==> src/rtl/mpc_pkg.sv <==
package mpc_pkg;

  // Action taken on a channel's state bit when its match pulse fires.
  typedef enum logic [1:0] {
    ACT_KEEP   = 2'd0,
    ACT_CLEAR  = 2'd1,
    ACT_SET    = 2'd2,
    ACT_INVERT = 2'd3
  } match_act_e;

  // Field placement inside the two registers.
  localparam int ACT_LSB  = 4;
  localparam int ACT_W    = 2;
  localparam int IOEN_LSB = 20;

endpackage

==> src/rtl/mpc_cfg_regs.sv <==
module mpc_cfg_regs
  import mpc_pkg::*;
#(
  parameter int NUM_CH   = 4,
  parameter int ADDR_W   = 8,
  parameter int DATA_W   = 32,
  parameter int STATE_OFS = 'h30,
  parameter int MODE_OFS  = 'h34
) (
  input  logic                          clk,
  input  logic                          rst,
  input  logic                          wr_en_i,
  input  logic [ADDR_W-1:0]             addr_i,
  input  logic [DATA_W-1:0]             wdata_i,
  input  logic [NUM_CH-1:0]             state_i,
  output logic [NUM_CH-1:0][ACT_W-1:0]  act_o,
  output logic [NUM_CH-1:0]             pwm_en_o,
  output logic [NUM_CH-1:0]             io_en_o,
  output logic                          state_wr_o,
  output logic [NUM_CH-1:0]             state_wdata_o,
  output logic [DATA_W-1:0]             rdata_o
);

  localparam logic [ADDR_W-1:0] STATE_A = ADDR_W'(STATE_OFS);
  localparam logic [ADDR_W-1:0] MODE_A  = ADDR_W'(MODE_OFS);

  logic [NUM_CH-1:0][ACT_W-1:0] act_q;
  logic [NUM_CH-1:0]            pwm_q;
  logic [NUM_CH-1:0]            io_q;
  logic [DATA_W-1:0]            rdata_q;
  logic [DATA_W-1:0]            rd_mux;
  logic                         hit_state;
  logic                         hit_mode;
  logic                         unused_wdata_bits;

  assign hit_state = wr_en_i && (addr_i == STATE_A);
  assign hit_mode  = wr_en_i && (addr_i == MODE_A);
  assign unused_wdata_bits = ^wdata_i;

  always_comb begin
    rd_mux = '0;
    if (addr_i == STATE_A) begin
      rd_mux[NUM_CH-1:0] = state_i;
      for (int n = 0; n < NUM_CH; n++) begin
        rd_mux[ACT_LSB + ACT_W*n +: ACT_W] = act_q[n];
      end
    end else if (addr_i == MODE_A) begin
      rd_mux[NUM_CH-1:0]          = pwm_q;
      rd_mux[IOEN_LSB +: NUM_CH]  = io_q;
    end
  end

  always_ff @(posedge clk) begin
    if (rst) begin
      act_q   <= '0;
      pwm_q   <= '0;
      io_q    <= '0;
      rdata_q <= '0;
    end else begin
      if (hit_state) begin
        for (int n = 0; n < NUM_CH; n++) begin
          act_q[n] <= wdata_i[ACT_LSB + ACT_W*n +: ACT_W];
        end
      end
      if (hit_mode) begin
        pwm_q <= wdata_i[NUM_CH-1:0];
        io_q  <= wdata_i[IOEN_LSB +: NUM_CH];
      end
      rdata_q <= rd_mux;
    end
  end

  assign act_o         = act_q;
  assign pwm_en_o      = pwm_q;
  assign io_en_o       = io_q;
  assign state_wr_o    = hit_state;
  assign state_wdata_o = wdata_i[NUM_CH-1:0];
  assign rdata_o       = rdata_q;

  // a mode write lands in both enable fields on the next edge
  assert_mode_write_R2: assert property (@(posedge clk) disable iff (rst)
    hit_mode |=> (io_en_o == $past(wdata_i[IOEN_LSB +: NUM_CH]))
                 && (pwm_en_o == $past(wdata_i[NUM_CH-1:0])));

  // unmapped offsets read as zero
  assert_unmapped_zero_R2: assert property (@(posedge clk) disable iff (rst)
    ((addr_i != STATE_A) && (addr_i != MODE_A)) |=> (rdata_o == '0));

endmodule

==> src/rtl/mpc_state_bit.sv <==
module mpc_state_bit
  import mpc_pkg::*;
(
  input  logic             clk,
  input  logic             rst,
  input  logic             match_i,
  input  logic [ACT_W-1:0] act_i,
  input  logic             sw_wr_i,
  input  logic             sw_val_i,
  output logic             state_o
);

  logic state_q;
  logic state_d;

  always_comb begin
    state_d = state_q;
    if (match_i) begin
      unique case (match_act_e'(act_i))
        ACT_KEEP:   state_d = state_q;
        ACT_CLEAR:  state_d = 1'b0;
        ACT_SET:    state_d = 1'b1;
        ACT_INVERT: state_d = ~state_q;
      endcase
    end else if (sw_wr_i) begin
      state_d = sw_val_i;
    end
  end

  always_ff @(posedge clk) begin
    if (rst) state_q <= 1'b0;
    else     state_q <= state_d;
  end

  assign state_o = state_q;

  assert_clear_R3: assert property (@(posedge clk) disable iff (rst)
    (match_i && act_i == ACT_CLEAR) |=> !state_o);

  assert_set_R3: assert property (@(posedge clk) disable iff (rst)
    (match_i && act_i == ACT_SET) |=> state_o);

  assert_invert_R3: assert property (@(posedge clk) disable iff (rst)
    (match_i && act_i == ACT_INVERT) |=> (state_o != $past(state_o)));

  // keep action beats a same-cycle software load
  assert_keep_wins_R5: assert property (@(posedge clk) disable iff (rst)
    (match_i && act_i == ACT_KEEP) |=> $stable(state_o));

  assert_sw_load_R4: assert property (@(posedge clk) disable iff (rst)
    (!match_i && sw_wr_i) |=> (state_o == $past(sw_val_i)));

endmodule

==> src/rtl/mpc_pin_drv.sv <==
module mpc_pin_drv #(
  parameter int CNT_W = 32
) (
  input  logic             clk,
  input  logic             rst,
  input  logic             io_en_i,
  input  logic             pwm_en_i,
  input  logic             state_i,
  input  logic [CNT_W-1:0] count_i,
  input  logic [CNT_W-1:0] mval_i,
  input  logic             gpio_i,
  output logic             pin_o
);

  logic wave_lvl;
  logic timer_lvl;
  logic pin_d;
  logic pin_q;

  assign wave_lvl  = (count_i >= mval_i);
  assign timer_lvl = pwm_en_i ? wave_lvl : state_i;
  assign pin_d     = io_en_i ? timer_lvl : gpio_i;

  always_ff @(posedge clk) begin
    if (rst) pin_q <= 1'b0;
    else     pin_q <= pin_d;
  end

  assign pin_o = pin_q;

  assert_gpio_pass_R8: assert property (@(posedge clk) disable iff (rst)
    !io_en_i |=> (pin_o == $past(gpio_i)));

  assert_state_pass_R6: assert property (@(posedge clk) disable iff (rst)
    (io_en_i && !pwm_en_i) |=> (pin_o == $past(state_i)));

  assert_wave_R7: assert property (@(posedge clk) disable iff (rst)
    (io_en_i && pwm_en_i) |=> (pin_o == ($past(count_i) >= $past(mval_i))));

endmodule

==> src/rtl/match_pin_ctrl.sv <==
module match_pin_ctrl
  import mpc_pkg::*;
#(
  parameter int NUM_CH    = 4,
  parameter int CNT_W     = 32,
  parameter int ADDR_W    = 8,
  parameter int DATA_W    = 32,
  parameter int STATE_OFS = 'h30,
  parameter int MODE_OFS  = 'h34
) (
  input  logic                    clk,
  input  logic                    rst,
  input  logic                    reg_wr_en,
  input  logic [ADDR_W-1:0]       reg_addr,
  input  logic [DATA_W-1:0]       reg_wdata,
  output logic [DATA_W-1:0]       reg_rdata,
  input  logic [NUM_CH-1:0]       match_pulse,
  input  logic [CNT_W-1:0]        count_val,
  input  logic [NUM_CH*CNT_W-1:0] match_val,
  input  logic [NUM_CH-1:0]       gpio_val,
  output logic [NUM_CH-1:0]       pin_out
);

  logic [NUM_CH-1:0][ACT_W-1:0] act;
  logic [NUM_CH-1:0]            pwm_en;
  logic [NUM_CH-1:0]            io_en;
  logic                         state_wr;
  logic [NUM_CH-1:0]            state_wdata;
  logic [NUM_CH-1:0]            state;

  mpc_cfg_regs #(
    .NUM_CH   (NUM_CH),
    .ADDR_W   (ADDR_W),
    .DATA_W   (DATA_W),
    .STATE_OFS(STATE_OFS),
    .MODE_OFS (MODE_OFS)
  ) cfg_i (
    .clk          (clk),
    .rst          (rst),
    .wr_en_i      (reg_wr_en),
    .addr_i       (reg_addr),
    .wdata_i      (reg_wdata),
    .state_i      (state),
    .act_o        (act),
    .pwm_en_o     (pwm_en),
    .io_en_o      (io_en),
    .state_wr_o   (state_wr),
    .state_wdata_o(state_wdata),
    .rdata_o      (reg_rdata)
  );

  for (genvar n = 0; n < NUM_CH; n++) begin : g_ch
    mpc_state_bit st_i (
      .clk     (clk),
      .rst     (rst),
      .match_i (match_pulse[n]),
      .act_i   (act[n]),
      .sw_wr_i (state_wr),
      .sw_val_i(state_wdata[n]),
      .state_o (state[n])
    );

    mpc_pin_drv #(.CNT_W(CNT_W)) drv_i (
      .clk     (clk),
      .rst     (rst),
      .io_en_i (io_en[n]),
      .pwm_en_i(pwm_en[n]),
      .state_i (state[n]),
      .count_i (count_val),
      .mval_i  (match_val[n*CNT_W +: CNT_W]),
      .gpio_i  (gpio_val[n]),
      .pin_o   (pin_out[n])
    );
  end

  // reset leaves pins and read data low
  assert_reset_state_R1: assert property (@(posedge clk)
    rst |=> (pin_out == '0) && (reg_rdata == '0));

endmodule

==> config.mk <==
export PLATFORM = sky130hd
export DESIGN_NAME = match_pin_ctrl
export DESIGN_NICKNAME = d
export VERILOG_FILES = /design/src/rtl/mpc_pkg.sv /design/src/rtl/mpc_cfg_regs.sv /design/src/rtl/mpc_state_bit.sv /design/src/rtl/mpc_pin_drv.sv /design/src/rtl/match_pin_ctrl.sv
export SDC_FILE = /design/constraint.sdc
export NUM_CORES = 1
export LEC_CHECK = 0
export ABC_AREA = 1
export ABC_CLOCK_PERIOD_IN_PS = 2100
export BUFFER_PORTS_ARGS = -buffer_cell sky130_fd_sc_hd__buf_2
export CAP_MARGIN = 5
export CORE_MARGIN = 2
export CORE_UTILIZATION = 49
export CTS_CLUSTER_DIAMETER = 30
export CTS_CLUSTER_SIZE = 10
export DETAILED_ROUTE_END_ITERATION = 6
export PLACE_DENSITY_LB_ADDON = 0.1
export SYNTH_ARGS = -nofsm -noshare
export SYNTH_HDL_FRONTEND = slang
export SYNTH_HIERARCHICAL = 1
export SYNTH_SLANG_ARGS = --single-unit
==> constraint.sdc <==
create_clock -name clk -period 2.1 [get_ports clk]
set_input_delay 0.525 -clock clk [delete_from_list [all_inputs] [get_ports clk]]
set_output_delay 0.525 -clock clk [all_outputs]
set_load 0.05 [all_outputs]
==> impl_metrics.csv, run 1 <==
group,metric,value,unit
clocking,clock-sinks,40,
finish,nets,1410,
clocking,cts_buffer_depth,2,
yosys,synth_mux_area_frac,0,
setup_path,worstPathBufferInverterCount,2,
yosys,synthTopCellsByArea,"ha_1 (29%), inv_1 (15%), dfxtp_1 (14%)",
yosys,yosys_warnings,6,
yosys,synth_area_leader_cell,"ha_1",
setup_path,critPathMostFrequentCell,"nand2_1",
global_route,gr-max-usage-layer,"met2",
clocking,cts_setup_buffers,0,
yosys,syn-instance-count,857,
yosys,synthAdderAreaFrac,0.289,
setup_path,critPathTopFamily,"simple AND/OR/NAND/NOR gates",
finish,area_growth,23.3,%
place,placed_area,6680,sq um
setup_path,crit_path_end_kind,"flop",
yosys,synthSimpleGateAreaFrac,0.273,
routing,drc,0,
place,gp_congestion,0.777,
finish,final_common_cell,"inv_1",
timing,finalSetupViolations,0,
timing,rsz0062_at_grt,"no",
clocking,cts-resized-gates,0,
setup_path,crit_chain,"buf_2 > ha_1 > nand2_1 > inv_2 > nand2_1 > nand2_1 > nor2_1 > nand2_1 > nand2_1 > nand2_1 > nand2_1 > nand2_1 > nand2_1 > a21oi_2",
global_route,met1_usage,0.279,
power,cellLeakagePower,4.29,nW
timing,worst_slack,0.492,ns
yosys,synth_compound_area_frac,0.0980,
setup_path,worstSetupPathType,"primary input to flop",
routing,wl_per_cell,10.5,um
routing,drtIter0Drc,174,
place,port_buffers,214,
floorplanning,pin_count,247,
yosys,synth_cell_type_count,28,
setup_path,crit_path_start_kind,"primary input",
run_status,status,"finished, final reports clean",
floorplanning,rows,38,
finish,diodes,0,
global_route,met2_usage,0.365,
place,dp_hpwl,11200,um
global_route,grt_max_degree,26,
timing,fin_skew,0.00322,ns
timing,finalHoldViolCount,0,
timing,final_max_slew_viol_count,0,
run,cap_violations,0,
clocking,clk-insertion-delay-late,0.28,ns
setup_path,arrival,1.78,ns
place,preCtsSetupSlack,0.188,ns
finish,final_cell_mix,"inv_1 (226), buf_2 (214), nand2_1 (173), ha_1 (128), nor2_1 (72)",
finish,drive_gt1_frac,0.270,
global_route,grt_antenna_before_repair,0,
global_route,globalRouteOverflowTotal,0,
clocking,cts-htree-levels,2,
clocking,cts_tree,"built",
setup_path,cp_max_fo,4,
yosys,yosys_register_bits,40,
floorplanning,initial_utilization,0.507,
floorplanning,die_area,12200,sq um
power,powerDensity,360,nW/um^2
timing,min_period,1.61,ns
finish,finalInstanceArea,6830,sq um
yosys,synthesis.area,5540,sq um
routing,viasPerCell,4.41,
power,finalPower,2.46,mW
yosys,synth_top_area_share,0.289,
global_route,grt_pass1_wl,20900,um
timing,tns,0,ns
clocking,cts_hold_buf,0,
global_route,grt_usage,0.212,
routing,num_vias,5349,
setup_path,crit_path_max_incr_delay,0.31,ns
yosys,seq_area_frac_synth,0.145,
power,max-vdd-ir-drop,0.356,mV
routing,postRouteAntennaNets,0,
timing,finalCritPeriodShare,0.766,
floorplanning,die_h,110,um
routing,firstDrtPassIters,4,
yosys,avgSynthCellArea,6.46,sq um
routing,drt_wl_total,12800,um
clocking,cts_buffers,5,
global_route,grt_use_met3,0.0341,
finish,final_util,0.625,
setup_path,critPathSlowestCell,"ha_1",
clocking,clk_pin_slew_worst_paths,0.06,ns
floorplanning,core,10900,sq um
hold_path,hold_path_class,"flop to flop",
setup_path,required,2.27,ns
clocking,cts_root_buf,"clkbuf_16",
finish,nFillCells,1153,
global_route,grt_pass1_vias,4943,
yosys,synth_top_family_by_area,"adder cells",
timing,max_freq,622,MHz
yosys,synth_xor_xnor_area_share,0,
floorplanning,die_x,110,um
power by group:
| part | internal [mW] | total (mW) | switching (mW) |
|---|---|---|---|
| combinational | 0.394 | 0.938 | 0.544 |
| sequential | 0.764 | 0.765 | 0.00149 |
| clock | 0.473 | 0.760 | 0.287 |
path summary, 6_finish.rpt:
kind,startpoint,end,slack (ns),depth (start not counted)
hold reg to reg,cfg_i/act_o[5],cfg_i/rdata_o[9],0.45,2
setup / recovery,count_val[7],g_ch[3].drv_i/pin_o,0.49,14
setup reg to reg,cfg_i/pwm_en_o[3],g_ch[3].drv_i/pin_o,0.98,7
hold / removal,cfg_i/act_o[5],cfg_i/rdata_o[9],0.45,2
flip-flops by register name (all words and copies together), names as in the netlist:
name               flops
cfg_i/io_en_o          4
cfg_i/act_o            8
cfg_i/rdata_o         16
g_ch.st_i/state_o      4
g_ch.drv_i/pin_o       4
cfg_i/pwm_en_o         4
cell type report:
| class | count | area (sq um) | share of cell area |
|---|---|---|---|
| Sequential cell | 40 | 801 | 0.117 |
| Multi-Input combinational cell | 570 | 3710 | 0.544 |
| Tap cell | 140 | 175 | 0.0256 |
| Clock buffer | 7 | 143 | 0.0209 |
| Inverter | 235 | 882 | 0.129 |
| Clock inverter | 1 | 7.51 | 0.00110 |
| Timing Repair Buffer | 219 | 1110 | 0.162 |
worst register-to-register path, stage by stage, from the launching register on:
cell	delay, ns
dfxtp_1	0.38
nand3b_1	0.09
nor2_1	0.11
nand2_1	0.07
a21oi_2	0.11
nand2_1	0.10
nand2_1	0.09
a21oi_2	0.05
cells by family (layout without fill, tap and decap cells):
| family | count (synthesis) | count (layout) |
|---|---|---|
| adder cells (fa/ha/maj) | 128 | 128 |
| flip-flops | 40 | 40 |
| buffers and inverters | 262 | 462 |
| AND/OR/NAND/NOR | 330 | 330 |
| AO/OA/AOI/OAI | 96 | 96 |
| other | 1 | 16 |
cell usage after synthesis (all sizes together):
library cell    n
ha            128
nand4          12
nand2         188
conb            1
inv           235
nor3            4
nand3          33
nor2           88
o21ai          20
dfxtp          40
nand3b          4
nor3b           1
o21a            4
buf            27
a21oi          72
per-stage QoR:
step                      hold WS, ns  cells
after global placement          0.438   1204
after global routing            0.462   1212
after floorplan                 0.422    872
final                           0.447   1212
after detailed placement        0.437   1204
after CTS                       0.448   1212
routing by layer:
metal / share of wire / vias to the layer above
met2: 0.44 / 158
met3: 0.074 / 17
met4: 0.015 / 0
met5: 0 / -
li1: - / 3018
met1: 0.47 / 2156
(Power assumes the default switching activity.)
==> run 2: changes to the inputs <==
--- a/config.mk
+++ b/config.mk
@@ -6,7 +6,7 @@
 export NUM_CORES = 1
 export LEC_CHECK = 0
 export ABC_AREA = 1
-export ABC_CLOCK_PERIOD_IN_PS = 2100
+export ABC_CLOCK_PERIOD_IN_PS = 1550
 export BUFFER_PORTS_ARGS = -buffer_cell sky130_fd_sc_hd__buf_2
 export CAP_MARGIN = 5
 export CORE_MARGIN = 2
==> constraint.sdc (replaced) <==
create_clock -name clk -period 1.55 [get_ports clk]
set_input_delay 0.3875 -clock clk [delete_from_list [all_inputs] [get_ports clk]]
set_output_delay 0.3875 -clock clk [all_outputs]
set_load 0.05 [all_outputs]
==> run 2 against run 1 <==
Via count up 1.5%. Largest cell class unchanged. Cell area up 1.0%. Utilization up 0.63 points. Sequential cell count unchanged. First-iteration DRC count down 8.6%. Worst setup slack worse by 0.43 ns.
==> impl_metrics.csv, run 2 (synthesis gave the netlist of run 1 again) <==
group,metric,value,unit
timing,max_freq,672,MHz
place,port_buffers,214,
clocking,cts_root_buf,"clkbuf_16",
global_route,globalRouteOverflowTotal,0,
setup_path,critPathSlowestCell,"ha_1",
finish,nFillCells,1098,
power,cellLeakagePower,4.33,nW
finish,largest_reg_flops,16,
place,gp_congestion,0.830,
power,max-vdd-ir-drop,0.629,mV
finish,area_growth,24.6,%
setup_path,arrival,1.66,ns
global_route,grt_pass1_vias,4799,
place,preCtsSetupSlack,-0.236,ns
routing,drt_wl_total,13200,um
routing,firstDrtPassIters,4,
floorplanning,die_h,110,um
timing,worst_slack,0.0623,ns
floorplanning,die_x,110,um
timing,min_period,1.49,ns
place,dpl.cell_count,1212,
setup_path,crit_path_start_kind,"primary input",
floorplanning,die_area,12200,sq um
finish,multi_input_area,3720,sq um
clocking,clock-sinks,40,
place,dp_hpwl,11600,um
global_route,grt_max_degree,19,
run_status,status,"finished, final reports clean",
run,cap_violations,0,
finish,final_common_cell,"inv_1",
timing,finalSetupViolations,0,
setup_path,cp_max_fo,4,
routing,postRouteAntennaNets,0,
floorplanning,core,10900,sq um
finish,drive_gt1_frac,0.278,
finish,layout.cells.non_filler,1221,
finish,register_area,801,sq um
clocking,cts_buffer_depth,2,
clocking,cts-htree-levels,2,
setup_path,crit_path_end_kind,"flop",
global_route,grt_antenna_before_repair,1,
timing,holdWs,0.370,ns
routing,viasPerCell,4.45,
setup_path,required,1.73,ns
clocking,cts_setup_buffers,0,
clocking,cts_hold_buf,0,
finish,nets,1418,
floorplanning,initial_utilization,0.507,
timing,rsz0062_at_grt,"yes",
setup_path,crit_path_max_incr_delay,0.31,ns
clocking,cts_buffers,5,
routing,drtIter0Drc,159,
floorplanning,rows,38,
setup_path,worstSetupPathType,"primary input to flop",
timing,finalCritPeriodShare,0.960,
routing,num_vias,5428,
global_route,grt_usage,0.214,
global_route,grt_pass1_wl,21000,um
power,powerDensity,488,nW/um^2
timing,final_max_slew_viol_count,0,
timing,fin_skew,0.00375,ns
finish,final_cell_mix,"inv_1 (226), buf_2 (214), nand2_1 (173), ha_1 (128), nor2_1 (71)",
setup_path,worstPathBufferInverterCount,2,
clocking,cts_tree,"built",
floorplanning,pin_count,247,
timing,finalHoldViolCount,0,
hold_path,hold_path_class,"primary input to flop",
finish,final_util,0.631,
clocking,cts-resized-gates,0,
setup_path,crit_chain,"buf_2 > ha_1 > nand2_1 > inv_2 > nand2_1 > nand2_1 > nor2_1 > nand2_1 > nand2_1 > nand2_1 > nand2_1 > nand2_1 > nand2_1 > a21oi_2",
clocking,clk-insertion-delay-late,0.28,ns
setup_path,critPathMostFrequentCell,"nand2_1",
routing,wl_per_cell,10.8,um
setup_path,critPathTopFamily,"simple AND/OR/NAND/NOR gates",
routing,drc,0,
clocking,clk_pin_slew_worst_paths,0.06,ns
run 2: area by class of cell:
| class | count | share of cell area |
|---|---|---|
| Inverter | 235 | 0.128 |
| Multi-Input combinational cell | 570 | 0.539 |
| Tap cell | 140 | 0.0254 |
| Clock inverter | 2 | 0.00145 |
| Clock buffer | 6 | 0.0201 |
| Antenna cell | 1 | 0.000363 |
| Sequential cell | 40 | 0.116 |
| Timing Repair Buffer | 227 | 0.169 |
run 2: worst min-delay path, delay by kind of cell:
| family | cells | cell delay, ns |
|---|---|---|
| AO/OA/AOI/OAI | 1 | 0.05 |
| AND/OR/NAND/NOR | 1 | 0.07 |
| buffers and inverters | 1 | 0.10 |
run 2: path summary, 6_finish.rpt:
path,slack (ns),cells after the start,to,start
setup reg to reg,0.43,7,g_ch[1].drv_i/pin_o,cfg_i/pwm_en_o[1]
hold / removal,0.37,3,g_ch[0].drv_i/pin_o,gpio_val[0]
setup / recovery,0.06,14,g_ch[1].drv_i/pin_o,count_val[7]
hold reg to reg,0.45,2,cfg_i/rdata_o[10],cfg_i/act_o[6]
run 2: where the power goes:
part / switching (mW) / total [mW] / internal (mW) / leakage, nW
combinational: 0.751 / 1.30 / 0.551 / 3.93
sequential: 0.00221 / 1.04 / 1.04 / 0.323
clock: 0.393 / 1.03 / 0.634 / 0.0766
run 2: stage by stage:
step	area [sq um]	power (mW)	TNS, ns
2_1_floorplan	5600	1.91	0
3_3_place_gp	6750	2.35	-0.812
3_5_place_dp	6750	2.37	-0.831
4_1_cts	6900	3.39	0
5_1_grt	6900	3.64	-0.0810
6_report	6900	3.37	0
run 2: layer usage:
layer | wire length [um] | vias to the layer above | part of all wire | global-route usage
met3 | 1030 | 14 | 0.078 | 0.0341
met1 | 6270 | 2196 | 0.48 | 0.287
li1 | - | 3054 | - | -
met4 | 178 | 0 | 0.014 | 0.0446
met2 | 5690 | 164 | 0.43 | 0.363
met5 | 0 | - | 0 | 0
==> run 3: changes to the inputs <==
--- a/config.mk
+++ b/config.mk
@@ -5,12 +5,11 @@
 export SDC_FILE = /design/constraint.sdc
 export NUM_CORES = 1
 export LEC_CHECK = 0
-export ABC_AREA = 1
 export ABC_CLOCK_PERIOD_IN_PS = 1550
 export BUFFER_PORTS_ARGS = -buffer_cell sky130_fd_sc_hd__buf_2
 export CAP_MARGIN = 5
 export CORE_MARGIN = 2
-export CORE_UTILIZATION = 49
+export CORE_UTILIZATION = 48
 export CTS_CLUSTER_DIAMETER = 30
 export CTS_CLUSTER_SIZE = 10
 export DETAILED_ROUTE_END_ITERATION = 6
==> run 3 against run 2 <==
The run now ends with setup timing left. Clock power fell by 15%. Highest routed layer unchanged. Routed wire length rose by 12%. Largest power group unchanged. Synthesized cell count fell by 26%. Register-to-register slack got worse by 0.17 ns. Combinational power rose by 6%. Worst hold slack got worse by 0.028 ns. Count of clock-buffer cells in the layout fell by 1. Total power fell by 2.4%. Critical path type unchanged.
==> impl_metrics.csv, run 3 <==
group,metric,value,unit
run_status,status,"finished, violations left",
run_status,violations,"setup timing",
setup_path,crit_path_max_incr_delay,0.38,ns
floorplanning,initial_utilization,0.496,
floorplanning,core,10400,sq um
finish,layout.cells.non_filler,1019,
setup_path,crit_chain,"buf_12 > inv_6 > ha_4 > nand2b_4 > a2111oi_4 > o31ai_2 > a2111o_1 > a21o_1",
clocking,clk-insertion-delay-late,0.29,ns
yosys,syn-instance-count,636,
routing,viasPerCell,5.14,
clocking,cts_hold_buf,0,
floorplanning,die_x,108,um
setup_path,worstReg2RegStart,"cfg_i/io_en_o[3]",
timing,rsz0062_at_grt,"yes",
finish,finalInstanceArea,6840,sq um
timing,fin_skew,0.00568,ns
place,gp_congestion,0.890,
clocking,cts_buffers,5,
yosys,synth_top_area_share,0.311,
yosys,synth_common_cells,"inv_1 (137), ha_1 (128), a21oi_1 (44), dfxtp_1 (40), nand2b_1 (40)",
floorplanning,die_area,11600,sq um
setup_path,regToRegEndpoint,"g_ch[3].drv_i/pin_o",
setup_path,critPathSlowestCell,"a2111o_1",
finish,drive_gt1_frac,0.338,
clocking,cts_tree,"built",
power,clock_power_share,0.265,
yosys,synthesis.area,5140,sq um
run,cap_violations,0,
setup_path,ff2ff_setup_slack,0.26,ns
setup_path,required,1.74,ns
finish,largest_reg_flops,16,
timing,min_period,1.67,ns
finish,area_growth,33.0,%
timing,worst_slack,-0.124,ns
finish,register_area,801,sq um
finish,nets,1220,
place,port_buffers,214,
global_route,grt_max_degree,30,
clocking,cts_buffer_depth,2,
yosys,yosys_warnings,6,
place,dp_hpwl,13000,um
power,cellLeakagePower,3.83,nW
setup_path,worstRegToRegCells,5,
timing,finalHoldViolCount,0,
yosys,yosys_register_bits,40,
routing,drt_wl_total,14800,um
yosys,avgSynthCellArea,8.09,sq um
floorplanning,pin_count,247,
timing,finalCritPeriodShare,1.08,
power,seqPwrFrac,0.315,
floorplanning,die_h,108,um
finish,final_util,0.659,
setup_path,crit_path_end_kind,"flop",
yosys,yosys.cell_count.top_type,"inv_1",
hold_path,hold_end,"cfg_i/act_o[1]",
power,pwr-share-comb,0.420,
routing,firstDrtPassIters,4,
hold_path,hold_path_class,"primary input to flop",
power,p_switching,1.12,mW
power,p_sw_frac,0.342,
routing,num_vias,5236,
power,p_int,2.16,mW
finish,final_common_cell,"buf_2",
setup_path,worstSetupPathType,"primary input to flop",
place,dpl.cell_count,1008,
finish,multi_input_area,3860,sq um
timing,final_max_slew_viol_count,0,
yosys,synthFlopType,"dfxtp_1",
hold_path,hold_depth,3,
routing,wl_per_cell,14.5,um
power,max-vdd-ir-drop,0.557,mV
setup_path,crit_path_start_kind,"primary input",
power,powerDensity,481,nW/um^2
clocking,cts_root_buf,"clkbuf_8",
hold_path,hp-start,"reg_wdata[5]",
routing,postRouteAntennaNets,0,
finish,final_cell_mix,"buf_2 (210), inv_1 (133), ha_1 (120), a21oi_1 (44)",
yosys,async_reset_ff_frac,0,
yosys,synth_cell_type_count,38,
yosys,seq_area_frac_synth,0.156,
clocking,clk_pin_slew_worst_paths,0.08,ns
clocking,clock-sinks,40,
yosys,synthTopCellsByArea,"ha_1 (31%), dfxtp_1 (16%), inv_1 (10%)",
yosys,synth_edf_count,0,
clocking,cts-htree-levels,2,
finish,nFillCells,949,
timing,finalSetupViolations,5,
setup_path,arrival,1.87,ns
floorplanning,rows,37,
routing,drtIter0Drc,197,
global_route,globalRouteOverflowTotal,0,
place,placed_area,6620,sq um
global_route,grt_pass1_vias,5404,
yosys,synth_area_leader_cell,"ha_1",
setup_path,cp_max_fo,4,
global_route,grt_usage,0.255,
timing,max_freq,597,MHz
setup_path,crit_start,"count_val[0]",
routing,drc,0,
global_route,grt_antenna_before_repair,0,
global_route,grt_pass1_wl,23800,um
run 3: cell types whose count changed in the layout (fill, tap and decap cells not counted), moves of 9 or more:
cell,delta
a21oi_2,-12
buf_4,+20
inv_1,-93
a21oi_1,-16
nand3_1,-16
nand2b_1,+40
nand2_1,-141
nand3_2,-9
mux2i_1,+18
a21o_1,+12
nand2_2,-13
nor2_2,-10
nor2_1,-50
run 3: power groups by stage:
stage	clock [mW]	sequential [mW]	combinational [mW]
2_1_floorplan	0	1.08	0.793
3_3_place_gp	0	1.06	1.29
3_5_place_dp	0	1.06	1.35
4_1_cts	0.881	1.04	1.38
5_1_grt	0.936	1.04	1.55
6_report	0.871	1.04	1.38
run 3: per-stage QoR:
step                setup slack [ns]  setup TNS (ns)  total power, mW  hold WS (ns)
floorplan                     -0.199           -1.46             1.87         0.446
finish                        -0.124          -0.438             3.29         0.342
detailed placement            -0.588           -6.71             2.41         0.462
global route                  -0.175          -0.729             3.53         0.351
CTS                           -0.126          -0.493             3.29         0.338
global placement              -0.516           -5.60             2.35         0.465
run 3: logic make-up (layout without fill, tap and decap cells):
group / count (synthesis) / count (layout) / share of synthesized area
fa+ha+maj: 128 / 128 / 0.311
buf+inv: 162 / 393 / 0.135
compound gates: 116 / 116 / 0.163
simple gates: 169 / 169 / 0.196
other cells: 1 / 17 / 0.000729
mux: 20 / 20 / 0.0389
flops: 40 / 40 / 0.156
run 3: worst max-delay path by stage:
stage	end	slack [ns]	cells after the start
after CTS	g_ch[0].drv_i/pin_o	-0.13	8
after detailed placement	g_ch[3].drv_i/pin_o	-0.59	8
after global placement	g_ch[0].drv_i/pin_o	-0.52	8
after global routing	g_ch[3].drv_i/pin_o	-0.18	8
final	g_ch[3].drv_i/pin_o	-0.12	8
after floorplan	g_ch[0].st_i/state_o	-0.20	5
run 3: what timing repair did:
item                                    4_1_cts  5_1_grt
endpoints found under the setup margin        8        9
resized for setup                            16        8
cloned                                        1        0
pin swaps                                     5        3
setup buffers                                 0        1
run 3: worst max-delay path, delay by kind of cell:
family	cells	cell delay, ns
buffers and inverters	2	0.17
adders and majority gates	1	0.18
AOI/OAI and AO/OA	4	0.99
and+or+nand+nor	1	0.14
run 3: area by class of cell:
class,count,share of cell area
Antenna cell,1,0.000366
Inverter,137,0.0774
Tap cell,136,0.0249
Clock inverter,3,0.00677
Timing Repair Buffer,248,0.199
Sequential cell,40,0.117
Clock buffer,5,0.0101
Multi-Input combinational cell,449,0.564
run 3: per-layer routing:
| layer | GRT usage | vias up | part of all wire |
|---|---|---|---|
| met5 | 0 | - | 0 |
| met4 | 0.0733 | 0 | 0.023 |
| met3 | 0.0406 | 28 | 0.056 |
| met2 | 0.469 | 175 | 0.49 |
| met1 | 0.304 | 2397 | 0.43 |
| li1 | - | 2636 | - |
